[config.mk]
export PLATFORM = sky130hd
export DESIGN_NAME = gpio_port
export DESIGN_NICKNAME = d
export VERILOG_FILES = /design/src/rtl/gpio_port_pkg.sv /design/src/rtl/gpio_rst_sync.sv /design/src/rtl/gpio_pad_sync.sv /design/src/rtl/gpio_addr_dec.sv /design/src/rtl/gpio_port_regs.sv /design/src/rtl/gpio_port.sv
export SDC_FILE = /design/constraint.sdc
export NUM_CORES = 1
export LEC_CHECK = 0
export ABC_AREA = 1
export BUFFER_PORTS_ARGS = -buffer_cell sky130_fd_sc_hd__buf_2
export CORE_UTILIZATION = 50
export DETAILED_ROUTE_END_ITERATION = 12
export PLACE_DENSITY = 0.83
export SYNTH_ARGS = -nofsm -noshare
export SYNTH_HDL_FRONTEND = slang
export SYNTH_SLANG_ARGS = --single-unit
export TNS_END_PERCENT = 100
[constraint.sdc]
create_clock -name clk -period 1.84 [get_ports clk]
set_input_delay 0.368 -clock clk [delete_from_list [all_inputs] [get_ports clk]]
set_output_delay 0.368 -clock clk [all_outputs]
set_load 0.01 [all_outputs]
[src/rtl/gpio_port_pkg.sv]
package gpio_port_pkg;

  localparam int unsigned OFF_DATA = 32'h01;
  localparam int unsigned OFF_DIR  = 32'h05;
  localparam int unsigned OFF_INH  = 32'h11;

  typedef enum logic [1:0] {
    SEL_NONE = 2'd0,
    SEL_DATA = 2'd1,
    SEL_DIR  = 2'd2,
    SEL_INH  = 2'd3
  } reg_sel_e;

endpackage

[src/rtl/gpio_rst_sync.sv]
module gpio_rst_sync #(
  parameter int unsigned STAGES = 2
) (
  input  logic clk,
  input  logic rst_n,
  output logic rst_core_n
);
  logic [STAGES-1:0] chain_q;
  logic [STAGES-1:0] chain_d;

  always_comb begin
    chain_d = {chain_q[STAGES-2:0], 1'b1};
  end

  always_ff @(posedge clk or negedge rst_n) begin
    if (!rst_n) chain_q <= '0;
    else        chain_q <= chain_d;
  end

  assign rst_core_n = chain_q[STAGES-1];
endmodule

[src/rtl/gpio_pad_sync.sv]
module gpio_pad_sync #(
  parameter int unsigned WIDTH  = 8,
  parameter int unsigned STAGES = 2
) (
  input  logic             clk,
  input  logic             rst_n,
  input  logic [WIDTH-1:0] pad_async,
  output logic [WIDTH-1:0] pad_sync
);
  logic [STAGES-1:0][WIDTH-1:0] stage_q;
  logic [STAGES-1:0][WIDTH-1:0] stage_d;

  always_comb begin
    stage_d[0] = pad_async;
    for (int s = 1; s < int'(STAGES); s++) stage_d[s] = stage_q[s-1];
  end

  always_ff @(posedge clk or negedge rst_n) begin
    if (!rst_n) stage_q <= '0;
    else        stage_q <= stage_d;
  end

  assign pad_sync = stage_q[STAGES-1];
endmodule

[src/rtl/gpio_addr_dec.sv]
module gpio_addr_dec
  import gpio_port_pkg::*;
#(
  parameter int unsigned ADDR_W = 5
) (
  input  logic [ADDR_W-1:0] addr,
  output reg_sel_e          sel
);
  always_comb begin
    if      (32'(addr) == OFF_DATA) sel = SEL_DATA;
    else if (32'(addr) == OFF_DIR)  sel = SEL_DIR;
    else if (32'(addr) == OFF_INH)  sel = SEL_INH;
    else                            sel = SEL_NONE;
  end
endmodule

[src/rtl/gpio_port_regs.sv]
module gpio_port_regs
  import gpio_port_pkg::*;
#(
  parameter int unsigned WIDTH = 8
) (
  input  logic             clk,
  input  logic             rst_n,
  input  logic             wr,
  input  reg_sel_e         sel,
  input  logic [WIDTH-1:0] wdata,
  output logic [WIDTH-1:0] data_q,
  output logic [WIDTH-1:0] dir_q,
  output logic [WIDTH-1:0] inh_q
);
  logic             data_we, dir_we, inh_we;
  logic [WIDTH-1:0] dir_d, inh_d;

  always_comb begin
    data_we = wr && (sel == SEL_DATA);
    dir_we  = wr && (sel == SEL_DIR);
    inh_we  = wr && (sel == SEL_INH);
    dir_d   = dir_we ? wdata : dir_q;
    inh_d   = inh_we ? wdata : inh_q;
  end

  // Data latch deliberately has no reset: it keeps its contents across reset.
  always_ff @(posedge clk) begin
    if (data_we) data_q <= wdata;
  end

  always_ff @(posedge clk or negedge rst_n) begin
    if (!rst_n) begin
      dir_q <= '0;
      inh_q <= '0;
    end else begin
      dir_q <= dir_d;
      inh_q <= inh_d;
    end
  end

  // direction write lands on the strobe edge
  a_r2_dir_write: assert property (@(posedge clk) disable iff (!rst_n)
    (wr && sel == SEL_DIR) |=> (dir_q == $past(wdata)));

  // inhibit write lands on the strobe edge
  a_r6_inh_write: assert property (@(posedge clk) disable iff (!rst_n)
    (wr && sel == SEL_INH) |=> (inh_q == $past(wdata)));

  // latch only changes on its own write
  a_r3_data_hold: assert property (@(posedge clk) disable iff (!rst_n)
    !(wr && sel == SEL_DATA) |=> $stable(data_q));

  // unmapped writes leave control registers alone
  a_r9_unmapped_write: assert property (@(posedge clk) disable iff (!rst_n)
    (wr && sel == SEL_NONE) |=> ($stable(dir_q) && $stable(inh_q)));
endmodule

[src/rtl/gpio_port.sv]
module gpio_port
  import gpio_port_pkg::*;
#(
  parameter int unsigned WIDTH       = 8,
  parameter int unsigned ADDR_W      = 5,
  parameter int unsigned SYNC_STAGES = 2,
  parameter int unsigned RST_STAGES  = 2
) (
  input  logic              clk,
  input  logic              rst_n,
  input  logic [ADDR_W-1:0] bus_addr,
  input  logic              bus_wr,
  input  logic [WIDTH-1:0]  bus_wdata,
  output logic [WIDTH-1:0]  bus_rdata,
  input  logic              pd_global_en,
  input  logic [WIDTH-1:0]  pad_in,
  output logic [WIDTH-1:0]  pad_out,
  output logic [WIDTH-1:0]  pad_oe,
  output logic [WIDTH-1:0]  pad_pd_en
);
  logic             rst_core_n;
  reg_sel_e         sel;
  logic [WIDTH-1:0] data_q, dir_q, inh_q, pad_sync;
  logic [WIDTH-1:0] data_view;

  gpio_rst_sync #(.STAGES(RST_STAGES)) u_rst (
    .clk(clk), .rst_n(rst_n), .rst_core_n(rst_core_n)
  );

  gpio_pad_sync #(.WIDTH(WIDTH), .STAGES(SYNC_STAGES)) u_sync (
    .clk(clk), .rst_n(rst_core_n), .pad_async(pad_in), .pad_sync(pad_sync)
  );

  gpio_addr_dec #(.ADDR_W(ADDR_W)) u_dec (
    .addr(bus_addr), .sel(sel)
  );

  gpio_port_regs #(.WIDTH(WIDTH)) u_regs (
    .clk(clk), .rst_n(rst_core_n), .wr(bus_wr), .sel(sel), .wdata(bus_wdata),
    .data_q(data_q), .dir_q(dir_q), .inh_q(inh_q)
  );

  // Per-pin output, enable, pulldown gating and read view
  for (genvar i = 0; i < int'(WIDTH); i++) begin : g_pin
    assign pad_out[i]   = data_q[i];
    assign pad_oe[i]    = dir_q[i];
    assign pad_pd_en[i] = pd_global_en & ~inh_q[i] & ~dir_q[i];
    assign data_view[i] = dir_q[i] ? data_q[i] : pad_sync[i];
  end

  always_comb begin
    unique case (sel)
      SEL_DATA: bus_rdata = data_view;
      SEL_DIR:  bus_rdata = dir_q;
      SEL_INH:  bus_rdata = '0;
      default:  bus_rdata = '0;
    endcase
  end

  // an output pin never carries an active pulldown
  a_r4_no_pd_on_output: assert property (@(posedge clk) disable iff (!rst_core_n)
    (pad_oe & pad_pd_en) == '0);
endmodule

# Yosys cells after proc, flatten, opt, wreduce, memory -nomap -nowiden
# Cells that the tools add are included.
# totals
word_cells	59
out_inout_bits	32
inputBits	25
register_bits	42
# classes
n_eq_ne	6
reduce_logical	3
mux	12
bitwise_logic	32
# ops
op	n
$and 1x1->1	16
$not 1->1	16
$pmux 8 s2	1
$mux 1	8
$mux 2	3
$eq 5x1->1 const B	1
$eq 5x3->1 const B	1
$eq 5x5->1 const B	1
$eq 2x2->1 const B	2
$logic_and 1x1->1	3
$eq 2x1->1 const B	1

# Depth between registers and ports, before layout
# Gate-level depths: netlist of the first run.
# depth
word_depth	6
mapped_depth	6
mapped_depth_nobuf	6

# By module
# From an unflattened synthesis of the first run, not the netlist that was laid out.
# hier_totals
hier_cells	192
area_unflattened_um2	1845.5
# modules_own_cells
mod	seq_area_each_um2	cells_per_inst	area_each_um2	n_inst
gpio_port_regs	640.6	82	972.2	1
gpio_pad_sync	400.4	16	400.4	1
gpio_port	0.0	81	377.9	1
gpio_rst_sync	50.0	3	53.8	1
gpio_addr_dec	0.0	10	41.3	1

# Worst setup path after synthesis of the first run
# No wires, ideal clock.
# synth_timing
kind	input -> register
from	input bus_addr[0]
to	register u_regs.data_q[0] (enable)
path_slack_ns	0.128
cell_stages	4
setup_ns	0.385
required_time_ns	1.455
n_path_buf	0
arrival_time_ns	1.327
cell_sequence	inv_1 > nor2_2 > nand2_1 > nor3b_1
# synth_between
elab_chain_cells	6
elab_cells_between_ends	8
classes_between	eq/ne: 4; mux: 3; reduce/logical: 1
# synth_lines
item	line	rtl
from (decl)	gpio_port.sv:11	input logic [ADDR_W-1:0] bus_addr,
$eq 5x5->1	gpio_addr_dec.sv:12	else if (32'(addr) == OFF_INH) sel = SEL_INH;
$mux 2	gpio_addr_dec.sv:12	
$mux 2	gpio_addr_dec.sv:11	else if (32'(addr) == OFF_DIR) sel = SEL_DIR;
$mux 2 (*)	gpio_addr_dec.sv:10	if (32'(addr) == OFF_DATA) sel = SEL_DATA;
$eq 2x1->1 (*)	gpio_port_regs.sv:19	data_we = wr && (sel == SEL_DATA);
$logic_and 1x1->1 (*)	gpio_port_regs.sv:19	
net u_regs.data_we	gpio_port_regs.sv:15	logic data_we, dir_we, inh_we;
to (signal assigned)	gpio_port_regs.sv:28	if (data_we) data_q <= wdata;
to (decl)	gpio_port_regs.sv:11	output logic [WIDTH-1:0] data_q,
# The timed path passes the listed nets; every way through them passes the cells marked *.
# A chain may end at the register's enable or synchronous reset.

# Worst setup path in the final report of the first run
# layout_timing
from	input bus_addr[4]
to	output bus_rdata[2]
# layout_between
elab_chain_cells	6
elab_cells_between_ends	9
classes_between	eq/ne: 5; mux: 4
# layout_lines
item	line	rtl
$eq 5x5->1	gpio_addr_dec.sv:12	
$mux 2	gpio_addr_dec.sv:12	
$mux 2	gpio_addr_dec.sv:11	
$mux 2 (*)	gpio_addr_dec.sv:10	
$eq 2x2->1 or $eq 2x1->1 (tied branches)	gpio_port.sv:52	unique case (sel)
$pmux 8 s2 (*)	gpio_port.sv:52	
to (decl)	gpio_port.sv:14	output logic [WIDTH-1:0] bus_rdata,
# Mark *: on every way between the ends. The rest lies on a longest branch, timed or not.

==> impl_results.md, run 1 <==
- Die Y: 59.9 um
- # IOs: 57
- Hold path cells: 1
- Clock slew at reported path FFs: 0.12 ns
- DRT Pass-1 Iters: 4
- Core Box Area: just over 3000 sq um
- DRC errors left: 0
- Synth area leader: dfrtp_1
- Worst skew pair latency: roughly 0.36 ns
- Site Rows: 20
- CTS tree: done
- Root Driver: clkbuf_4
- Vias/cell: roughly 5.0
- Largest net degree at the start of global routing: 33
- Synthesis-to-layout area growth: 26.3%
- Synth top area share: around 50%
- Slew HR: between 60 and 70%
- Filler cell count: around 270
- Gr ovfl total: 0
- Measured slew at the worst slew-check pin: between 0.5 and 0.6 ns
- Starting density of the core: a little over half
- First-pass GRT wire length: 5830 um
- Final setup TNS: 0 ns
- Seq cells post-synth: 42
- Hpwl dp: 2580 um
- WL final: 3690 um
- Longest Clk Path Bufs: 2
- R2R depth: 2
- Initial antenna violation count: 0
- DR WL/cell: 13.2 um
- Crit start category: input port
- Synth area leaders: dfrtp_1 51%, nand2_1 15%, edfxtp_1 14%
- Setup violators final: 0
- Peak supply drop: roughly 0.54 mV
- Synth unique cells: 15
- WS Path Type: input port to primary output
- FMAX: around 590 MHz
- Sequential element share of the synthesized area: 65.2%
- Mapped Cells: roughly 170
- Power Dens Cells: between 900 and 1000 nW/um^2
- Outcome: completed
- CP arrival: between 1 and 1.5 ns
- Die area: between 3000 and 4000 sq um
- Sequential cell area: 1090 sq um
- Pleak: around 1.1 nW
- Cell Area, Synth: between 1500 and 2000 sq um
- Setup crit end kind: primary output
- Layout cells sized above 1: about 32%
- Layout Skew: 0.0134 ns
- Avg Inst Size Synth: between 9 and 10 sq um
- Port bufs: 56
- Number of CTS-inserted buffers: 5
- Antenna-violating nets left: 0
- Number of synthesis warnings: 0
- N_diodes: 0
- Min cycle time layout: around 1.7 ns
- Drt initial violations: 75
- Number of global-route vias before repair: 1230
- Period utilization: around nine tenths
- Hold_ws: 0.105 ns
- Area of the multi-input gates: just over 500 sq um
- Routed via count: around 1400
- Placer congestion estimate: around 0.8
- Fin. max-slew vios: 0
- Post-CTS setup repair buffer count: 0
- CP max FO: 8
- GRT Overall Usage: 23.2%
- Htree depth: 2
- Layout Nets: between 200 and 300
- Chip width: ~60 um
- Worst Hold Class: input port to flip-flop
- Clock sink count: 42
- Net Count, Synth: between 150 and 200
- RSZ-0062 raised after global routing: false
- CP Data Required Time: 1.47 ns
- Max-cap violation count: 0
- Final Hold Viols: 0
## registers in the layout (all words and copies together), names as in the netlist
| name | flops |
|---|---|
| u_rst.chain_q | 2 |
| u_regs.data_q | 8 |
| u_sync.stage_d | 8 |
| u_sync.pad_sync | 8 |
| u_regs.inh_q | 8 |
| u_regs.dir_q | 8 |
## layer usage
metal  track usage, %  part of all wire [%]  vias to the layer above
li1                 -                     -                      678
met1             30.6                    43                      661
met2             36.0                    49                       58
met3             6.49                   7.6                        4
met4             9.63                  0.76                        0
met5                0                     0                        -
## per-stage QoR
| step | setup slack (ns) | utilization (%) | power [mW] | area (sq um) | cells |
|---|---|---|---|---|---|
| 2_1_floorplan | 0.128 | - | 1.27 | 1670 | 169 |
| 3_3_place_gp | 0.227 | 65.3 | 1.40 | 2030 | 271 |
| 3_5_place_dp | 0.172 | 65.3 | 1.41 | 2030 | 271 |
| 4_1_cts | 0.139 | 68.1 | 1.97 | 2110 | 280 |
| 5_1_grt | 0.0487 | 68.1 | 2.07 | 2110 | 280 |
| 6_report | 0.159 | 68.1 | 1.96 | 2110 | 280 |
## cells in the mapped netlist
library cell  count
buf_2             1
buf_4             1
conb_1            1
dfrtp_1          34
edfxtp_1          8
inv_1            14
nand2_1          68
nand2_4           1
nand3_1           8
nand4_1           9
nor2_2            3
nor2_4            4
nor3_1            8
nor3b_1           1
o21ai_0           8
## power breakdown
part	switching, mW	total, mW	internal, mW
logic	0.166	0.285	0.119
registers	0.0754	1.11	1.03
clock network	0.287	0.569	0.281
total	0.528	1.96	1.43
## path summary, 6_finish.rpt
path | startpoint | endpoint | slack [ns]
hold reg to reg | u_rst.chain_q[1] | u_sync.stage_d[14] | 0.26
setup / recovery | bus_addr[4] | bus_rdata[2] | 0.16
max in group asynchronous | u_rst.chain_q[1] | u_sync.pad_sync[5] | 1.29
setup reg to reg | u_regs.dir_q[3] | u_regs.dir_q[3] | 1.13
hold / removal | pad_in[0] | u_sync.stage_d[8] | 0.10
min in group asynchronous | u_rst.chain_q[1] | u_sync.stage_d[14] | 0.26
## placed cells by master, fill, tap and decap left out, drive strengths merged, types with 2 or more instances in the layout
master  netlist  layout
clkinv        0       2
nor3          8       8
nand3         8       8
buf           2      60
nor2          7       7
edfxtp        8       8
inv          14      14
dfrtp        34      34
clkbuf        0       5
o21ai         8       8
nand2        69      69
nand4         9       9
## layout make-up
class / count / area share (%)
multi-input cells: 111 / 24.5
clock buffers: 5 / 1.78
flip-flops and latches: 42 / 51.6
repair buffers: 61 / 15.1
clock inverters: 3 / 1.89
well taps: 44 / 2.60
inverters: 14 / 2.49
## repair_timing
item | CTS | global route
endpoints found under the hold margin | 2 | 0
hold buffers | 1 | 0
resized for setup | 0 | 0
## cells by family after synthesis
group,synth area share [%]
and+or+nand+nor,28.3
DFF,65.2
other,0.224
AOI/OAI and AO/OA,2.39
buffers and inverters,3.89
## worst max-delay path: stages
cell,delay (ns)
buf_2,0.11
nor2_2,0.11
nand2_1,0.17
nor2_4,0.24
nand2_1,0.09
nand2_1,0.08
buf_2,0.13
No activity file was read; power rests on OpenSTA's default activity.
==> inputs of run 2 (changes only) <==
--- a/config.mk
+++ b/config.mk
@@ -9,7 +9,7 @@
 export BUFFER_PORTS_ARGS = -buffer_cell sky130_fd_sc_hd__buf_2
 export CORE_UTILIZATION = 50
 export DETAILED_ROUTE_END_ITERATION = 12
-export PLACE_DENSITY = 0.83
+export PLACE_DENSITY = 0.78
 export SYNTH_ARGS = -nofsm -noshare
 export SYNTH_HDL_FRONTEND = slang
 export SYNTH_SLANG_ARGS = --single-unit
==> impl_results.md, run 2 (synthesized netlist as in run 1, its figures left out) <==
- Site Rows: 20 (unchanged)
- DRT Pass-1 Iters: 4 (unchanged)
- Number of global-route vias before repair: 1163 (was 1230)
- Crit start category: flip-flop (was input port)
- Filler cell count: 258 (was 267)
- N_diodes: 0 (unchanged)
- Worst path max stage delay: 0.45 ns (was 0.24 ns)
- Root Driver: clkbuf_4 (unchanged)
- Placed insts: 271 (unchanged)
- Largest net degree at the start of global routing: 25 (was 33)
- Buffers and inverters on the worst path: 1 (was 2)
- Die area: 3580 sq um (unchanged)
- Flop2flop setup slack: 1.12 ns (was 1.13 ns)
- WS Path Type: flip-flop to primary output (was input port to primary output)
- Final design utilization: 68.0% (was 68.1%)
- Internal Power: 1.34 mW (was 1.43 mW)
- Core Box Area: 3100 sq um (unchanged)
- Non-filler instance count after layout: 280 (unchanged)
- Top Family by Delay on Critical Path: flip-flops (was simple AND/OR/NAND/NOR gates)
- Clock sink count: 42 (unchanged)
- Worst skew pair latency: 0.34 ns (was 0.36 ns)
- Start point of the critical path: u_regs.dir_q[2] (was bus_addr[4])
- Peak supply drop: 0.625 mV (was 0.536 mV)
- DR WL/cell: 12.6 um (was 13.2 um)
- Hold_ws: 0.123 ns (was 0.105 ns)
- Drt initial violations: 52 (was 75)
- Clock slew at reported path FFs: 0.11 ns (was 0.12 ns)
- WL final: 3520 um (was 3690 um)
- Reg power frac: 60.0% (was 56.5%)
- Placer congestion estimate: 0.739 (was 0.778)
- Final Hold Viols: 0 (unchanged)
- FMAX: 595 MHz (about the same)
- Longest Clk Path Bufs: 2 (unchanged)
- CP Data Required Time: 1.47 ns (about the same)
- Sw Ratio: 27.5% (was 26.9%)
- Worst path cell trace: o21ai_0 > nand2_1 > nand2_1 > buf_2 (was buf_2 > nor2_2 > nand2_1 > nor2_4 > nand2_1 > nand2_1 > buf_2)
- Worst r2r src: u_regs.dir_q[1] (was u_regs.dir_q[3])
- RSZ-0062 raised after global routing: false (unchanged)
- Final instance area: 2110 sq um (about the same)
- Chip width: 59.9 um (unchanged)
- Power, Total: 1.85 mW (was 1.96 mW)
- Period utilization: 91.3% (about the same)
- Hold Crit Start: pad_in[4] (was pad_in[0])
- Hold path cells: 1 (unchanged)
- Vias/cell: 4.89 (was 5.00)
- Initial antenna violation count: 0 (unchanged)
- Commonest non-fill, non-tap cell in the layout: nand2_1 (unchanged)
- R2R depth: 2 (unchanged)
- Setup crit end kind: primary output (unchanged)
- Layout Skew: 0.00633 ns (was 0.0134 ns)
- Routed via count: 1369 (was 1401)
- Gr ovfl total: 0 (unchanged)
- Port bufs: 56 (unchanged)
- Die Y: 59.9 um (unchanged)
- Max-cap violation count: 0 (unchanged)
- Hold EP: u_sync.stage_d[12] (was u_sync.stage_d[8])
- Hpwl dp: 2550 um (was 2580 um)
- Antenna-violating nets left: 0 (unchanged)
- Commonest non-fill, non-tap cells in the layout: 68 x nand2_1, 56 x buf_2, 34 x dfrtp_1 (unchanged)
- Synthesis-to-layout area growth: 26.0% (was 26.3%)
- CTS tree: done (unchanged)
- Layout Nets: 260 (unchanged)
- CP arrival: 1.31 ns (about the same)
- # IOs: 57 (unchanged)
- DRC errors left: 0 (unchanged)
- Dpl ws: 0.205 ns (was 0.172 ns)
- Slowest CP cell: dfrtp_1 (was nor2_4)
- Pleak: 1.14 nW (was 1.15 nW)
- Clk pwr share: 24.5% (was 29.0%)
- Outcome: completed (unchanged)
- First-pass GRT wire length: 5230 um (was 5830 um)
- Psw: 0.510 mW (was 0.528 mW)
- Placed cell area: 2040 sq um (was 2030 sq um)
- Starting density of the core: 54.0% (unchanged)
- Worst Hold Class: input port to flip-flop (unchanged)
- Fin. max-slew vios: 0 (unchanged)
- Layout cells sized above 1: 31.8% (was 32.2%)
- GRT Overall Usage: 21.2% (was 23.2%)
- Power Dens Cells: 878 nW/um^2 (was 928 nW/um^2)
- Combinational group share of total power: 15.5% (was 14.5%)
- Number of CTS-inserted buffers: 5 (unchanged)
- Final setup TNS: 0 ns (unchanged)
- CP most frequent cell: nand2_1 (unchanged)
- RR Endpoint: u_regs.dir_q[1] (was u_regs.dir_q[3])
- Final setup margin: 0.160 ns (was 0.159 ns)
- Setup violators final: 0 (unchanged)
- Htree depth: 2 (unchanged)
- Min cycle time layout: 1.68 ns (about the same)
- CP max FO: 6 (was 8)
- Post-CTS setup repair buffer count: 0 (unchanged)
## run 2: cell count changes in the layout (fill, tap and decap cells not counted), sizes merged
cell    change
clkinv      -1
bufinv      -1
clkbuf      +2
## run 2: how the worst max path moves through the flow
stage,endpoint,slack (ns),depth (start not counted)
final,bus_rdata[2],0.16,4
after global routing,bus_rdata[0],0.08,4
after CTS,bus_rdata[2],0.17,4
after detailed placement,bus_rdata[5],0.21,7
after global placement,bus_rdata[3],0.23,7
after floorplan,u_regs.data_q[0],0.13,4
## run 2: worst reg2reg max path, cell delays in order (launching register included)
cell	delay, ns
dfrtp_1	0.47
nand2_1	0.10
nand2_1	0.06
## run 2: what timing repair did
item,CTS,global route
resized for setup,0,0
hold buffers,1,0
endpoints found under the hold margin,2,0
## run 2: power groups by stage
stage	Clock, mW	Combinational [mW]	Sequential (mW)
2_1_floorplan	0	0.137	1.14
3_3_place_gp	0	0.282	1.13
3_5_place_dp	0	0.286	1.13
4_1_cts	0.466	0.289	1.11
5_1_grt	0.498	0.318	1.12
6_report	0.454	0.287	1.11
## run 2: metal layers
metal  part of all wire, %  routed length [um]  GRT usage (%)  up-vias
met3                   7.1                 249           4.98        6
li1                      -                   -              -      677
met4                   1.5                  53           11.3        0
met2                    48                1700           33.3       52
met5                     0                   0              0        -
met1                    43                1520           27.3      634
## run 2: area by class of cell
class / count / area, sq um / share of cell area (%)
clock buffers: 7 / 55.1 / 2.61
well taps: 44 / 55.1 / 2.61
clock inverters: 1 / 5.00 / 0.237
flip-flops and latches: 42 / 1090 / 51.7
repair buffers: 61 / 333 / 15.8
multi-input cells: 111 / 518 / 24.6
inverters: 14 / 52.6 / 2.49
==> inputs of run 3 (changes only) <==
--- a/config.mk
+++ b/config.mk
@@ -7,9 +7,10 @@
 export LEC_CHECK = 0
 export ABC_AREA = 1
 export BUFFER_PORTS_ARGS = -buffer_cell sky130_fd_sc_hd__buf_2
-export CORE_UTILIZATION = 50
+export CORE_UTILIZATION = 44
 export DETAILED_ROUTE_END_ITERATION = 12
-export PLACE_DENSITY = 0.78
+export GPL_TIMING_DRIVEN = 1
+export PLACE_DENSITY = 0.72
 export SYNTH_ARGS = -nofsm -noshare
 export SYNTH_HDL_FRONTEND = slang
 export SYNTH_SLANG_ARGS = --single-unit
==> constraint.sdc (replaced) <==
create_clock -name clk -period 1.5 [get_ports clk]
set_input_delay 0.3 -clock clk [delete_from_list [all_inputs] [get_ports clk]]
set_output_delay 0.3 -clock clk [all_outputs]
set_load 0.01 [all_outputs]
==> impl_results.md, run 3 (synthesized netlist as in run 1, its figures left out) <==
- Outcome: completed (unchanged)
- Worst Hold Class: flip-flop to asynchronous set/reset pin (was input port to flip-flop)
- Hold_ws: 0.0186 ns (was 0.123 ns)
- Final Hold Viols: 0 (unchanged)
- Final setup margin: 0.0523 ns (was 0.160 ns)
- Worst skew pair latency: 0.29 ns (was 0.34 ns)
- CP arrival: 1.15 ns (was 1.31 ns)
- DR WL/cell: 12.6 um (about the same)
- Slowest CP cell: dfrtp_1 (unchanged)
- GRT Overall Usage: 20.8% (was 21.2%)
- Layout Skew: 0.00254 ns (was 0.00633 ns)
- Core Box Area: 3660 sq um (was 3100 sq um)
- Worst path cell trace: o21ai_0 > nand2_1 > nand2_1 > buf_2 (unchanged)
- Chip width: 63.7 um (was 59.9 um)
- Site Rows: 22 (was 20)
- Layout cells sized above 1: 38.5% (was 31.8%)
- Fin. max-slew vios: 0 (unchanged)
- Min cycle time layout: about 1.4 ns
- CTS tree: done (unchanged)
- WS Path Type: flip-flop to primary output (unchanged)
- Commonest non-fill, non-tap cells in the layout: 67 x nand2_1, 52 x buf_2, 32 x dfrtp_1 (was 68 x nand2_1, 56 x buf_2, 34 x dfrtp_1)
- Longest Clk Path Bufs: 2 (unchanged)
- Power, Total: 2.52 mW (was 1.85 mW)
- # IOs: 57 (unchanged)
- Crit start category: flip-flop (unchanged)
- Setup crit end kind: primary output (unchanged)
- CP max FO: 6 (unchanged)
- Root Driver: clkbuf_8 (was clkbuf_4)
- Routed via count: 1451 (was 1369)
- Port bufs: 56 (unchanged)
- Final instance area: 2310 sq um (was 2110 sq um)
- Synthesis-to-layout area growth: 38.0% (was 26.0%)
- Starting density of the core: 45.7% (was 54.0%)
- Die area: 4060 sq um (was 3580 sq um)
- Power Dens Cells: 1090 nW/um^2 (was 878 nW/um^2)
- Dpl ws: -0.0465 ns (was 0.205 ns)
- CP Data Required Time: 1.20 ns (was 1.47 ns)
- Drt initial violations: 54 (was 52)
- Peak supply drop: 0.820 mV (was 0.625 mV)
- Largest net degree at the start of global routing: 32 (was 25)
- Htree depth: 2 (unchanged)
- Placer congestion estimate: 0.777 (was 0.739)
- Number of CTS-inserted buffers: 5 (unchanged)
- Clock sink count: 42 (unchanged)
- Gr ovfl total: 0 (unchanged)
- Hpwl dp: 2620 um (was 2550 um)
- Setup violators final: 0 (unchanged)
- N_diodes: 0 (unchanged)
- Clock slew at reported path FFs: 0.07 ns (was 0.11 ns)
- First-pass GRT wire length: 6270 um (was 5230 um)
- DRC errors left: 0 (unchanged)
- Die Y: 63.7 um (was 59.9 um)
- Pleak: 1.25 nW (was 1.14 nW)
- Layout Nets: 276 (was 260)
- WL final: 3790 um (was 3520 um)
- Number of global-route vias before repair: 1366 (was 1163)
- Max-cap violation count: 0 (unchanged)
- Placed cell area: 2080 sq um (was 2040 sq um)
- RSZ-0062 raised after global routing: true (was false)
- FMAX: 691 MHz
- Vias/cell: 4.84 (was 4.89)
- Worst path max stage delay: 0.43 ns (was 0.45 ns)
- Final design utilization: 63.1% (was 68.0%)
- Initial antenna violation count: 0 (unchanged)
- DRT Pass-1 Iters: 4 (unchanged)
- Commonest non-fill, non-tap cell in the layout: nand2_1 (unchanged)
- CP most frequent cell: nand2_1 (unchanged)
- Antenna-violating nets left: 0 (unchanged)
- Period utilization: slightly below 100%
[run 3: changes by cell type in the layout (fill, tap and decap cells not counted), moves of 2 or more]
| cell | change |
|---|---|
| clkbuf_4 | -5 |
| o21ai_1 | +6 |
| buf_4 | +17 |
| nor2_4 | +2 |
| nor2_2 | -2 |
| buf_2 | -4 |
| dfrtp_1 | -2 |
| o21ai_0 | -6 |
| buf_6 | +3 |
| clkbuf_8 | +5 |
| dfrtp_2 | +2 |
[run 3: stage by stage]
stage                     TNS [ns]  cells
after floorplan                  0    169
after detailed placement    -0.491    281
after CTS                        0    295
after global routing        -0.141    300
after global placement     -0.0506    281
final                            0    300
[run 3: final timing paths]
path	from	to	slack, ns	depth (start not counted)
worst min register to register	u_rst.chain_q[1]	u_sync.stage_d[11]	0.02	0
min in group clk	pad_in[1]	u_sync.stage_d[9]	0.11	1
worst max-delay path	u_regs.dir_q[2]	bus_rdata[2]	0.05	4
max in group asynchronous	u_rst.chain_q[1]	u_regs.dir_q[7]	0.89	1
worst max register to register	u_regs.dir_q[4]	u_regs.dir_q[4]	0.71	3
worst min-delay path	u_rst.chain_q[1]	u_sync.stage_d[11]	0.02	0
[run 3: area by class of cell]
cell class	instances	area, sq um
fill	313	1350
sequential	42	1090
multi-input combinational	111	541
timing repair buffer	77	469
clock buffer	6	82.6
tap	48	60.1
inverter	14	52.6
clock inverter	2	12.5
[run 3: report_power, final]
group / total (mW) / switching (mW) / internal (mW)
logic: 0.422 / 0.222 / 0.200
clock network: 0.735 / 0.366 / 0.369
registers: 1.36 / 0.0889 / 1.27
[run 3: per-layer routing]
metal / vias to the layer above / part of all wire (%) / routed length [um] / GRT usage (%)
li1: 710 / - / - / -
met1: 674 / 41 / 1560 / 26.6
met2: 64 / 50 / 1900 / 33.0
met3: 3 / 8.4 / 317 / 7.25
met4: 0 / 0.69 / 26 / 6.53
met5: - / 0 / 0 / 0
[run 3: timing repair]
action                                  CTS  global route
hold endpoints to repair                  2             0
gates resized for setup                   5            16
pin swaps                                 7            13
endpoints found under the setup margin    8            10
hold buffers                              1             0
buffers inserted                          5             5
gates cloned                              0             0
[run 3: critical path, delay by kind of cell (launching register included)]
family	cells	cell delay, ns
AO/OA/AOI/OAI	1	0.18
buffers and inverters	1	0.12
flip-flops	1	0.43
AND/OR/NAND/NOR	2	0.13
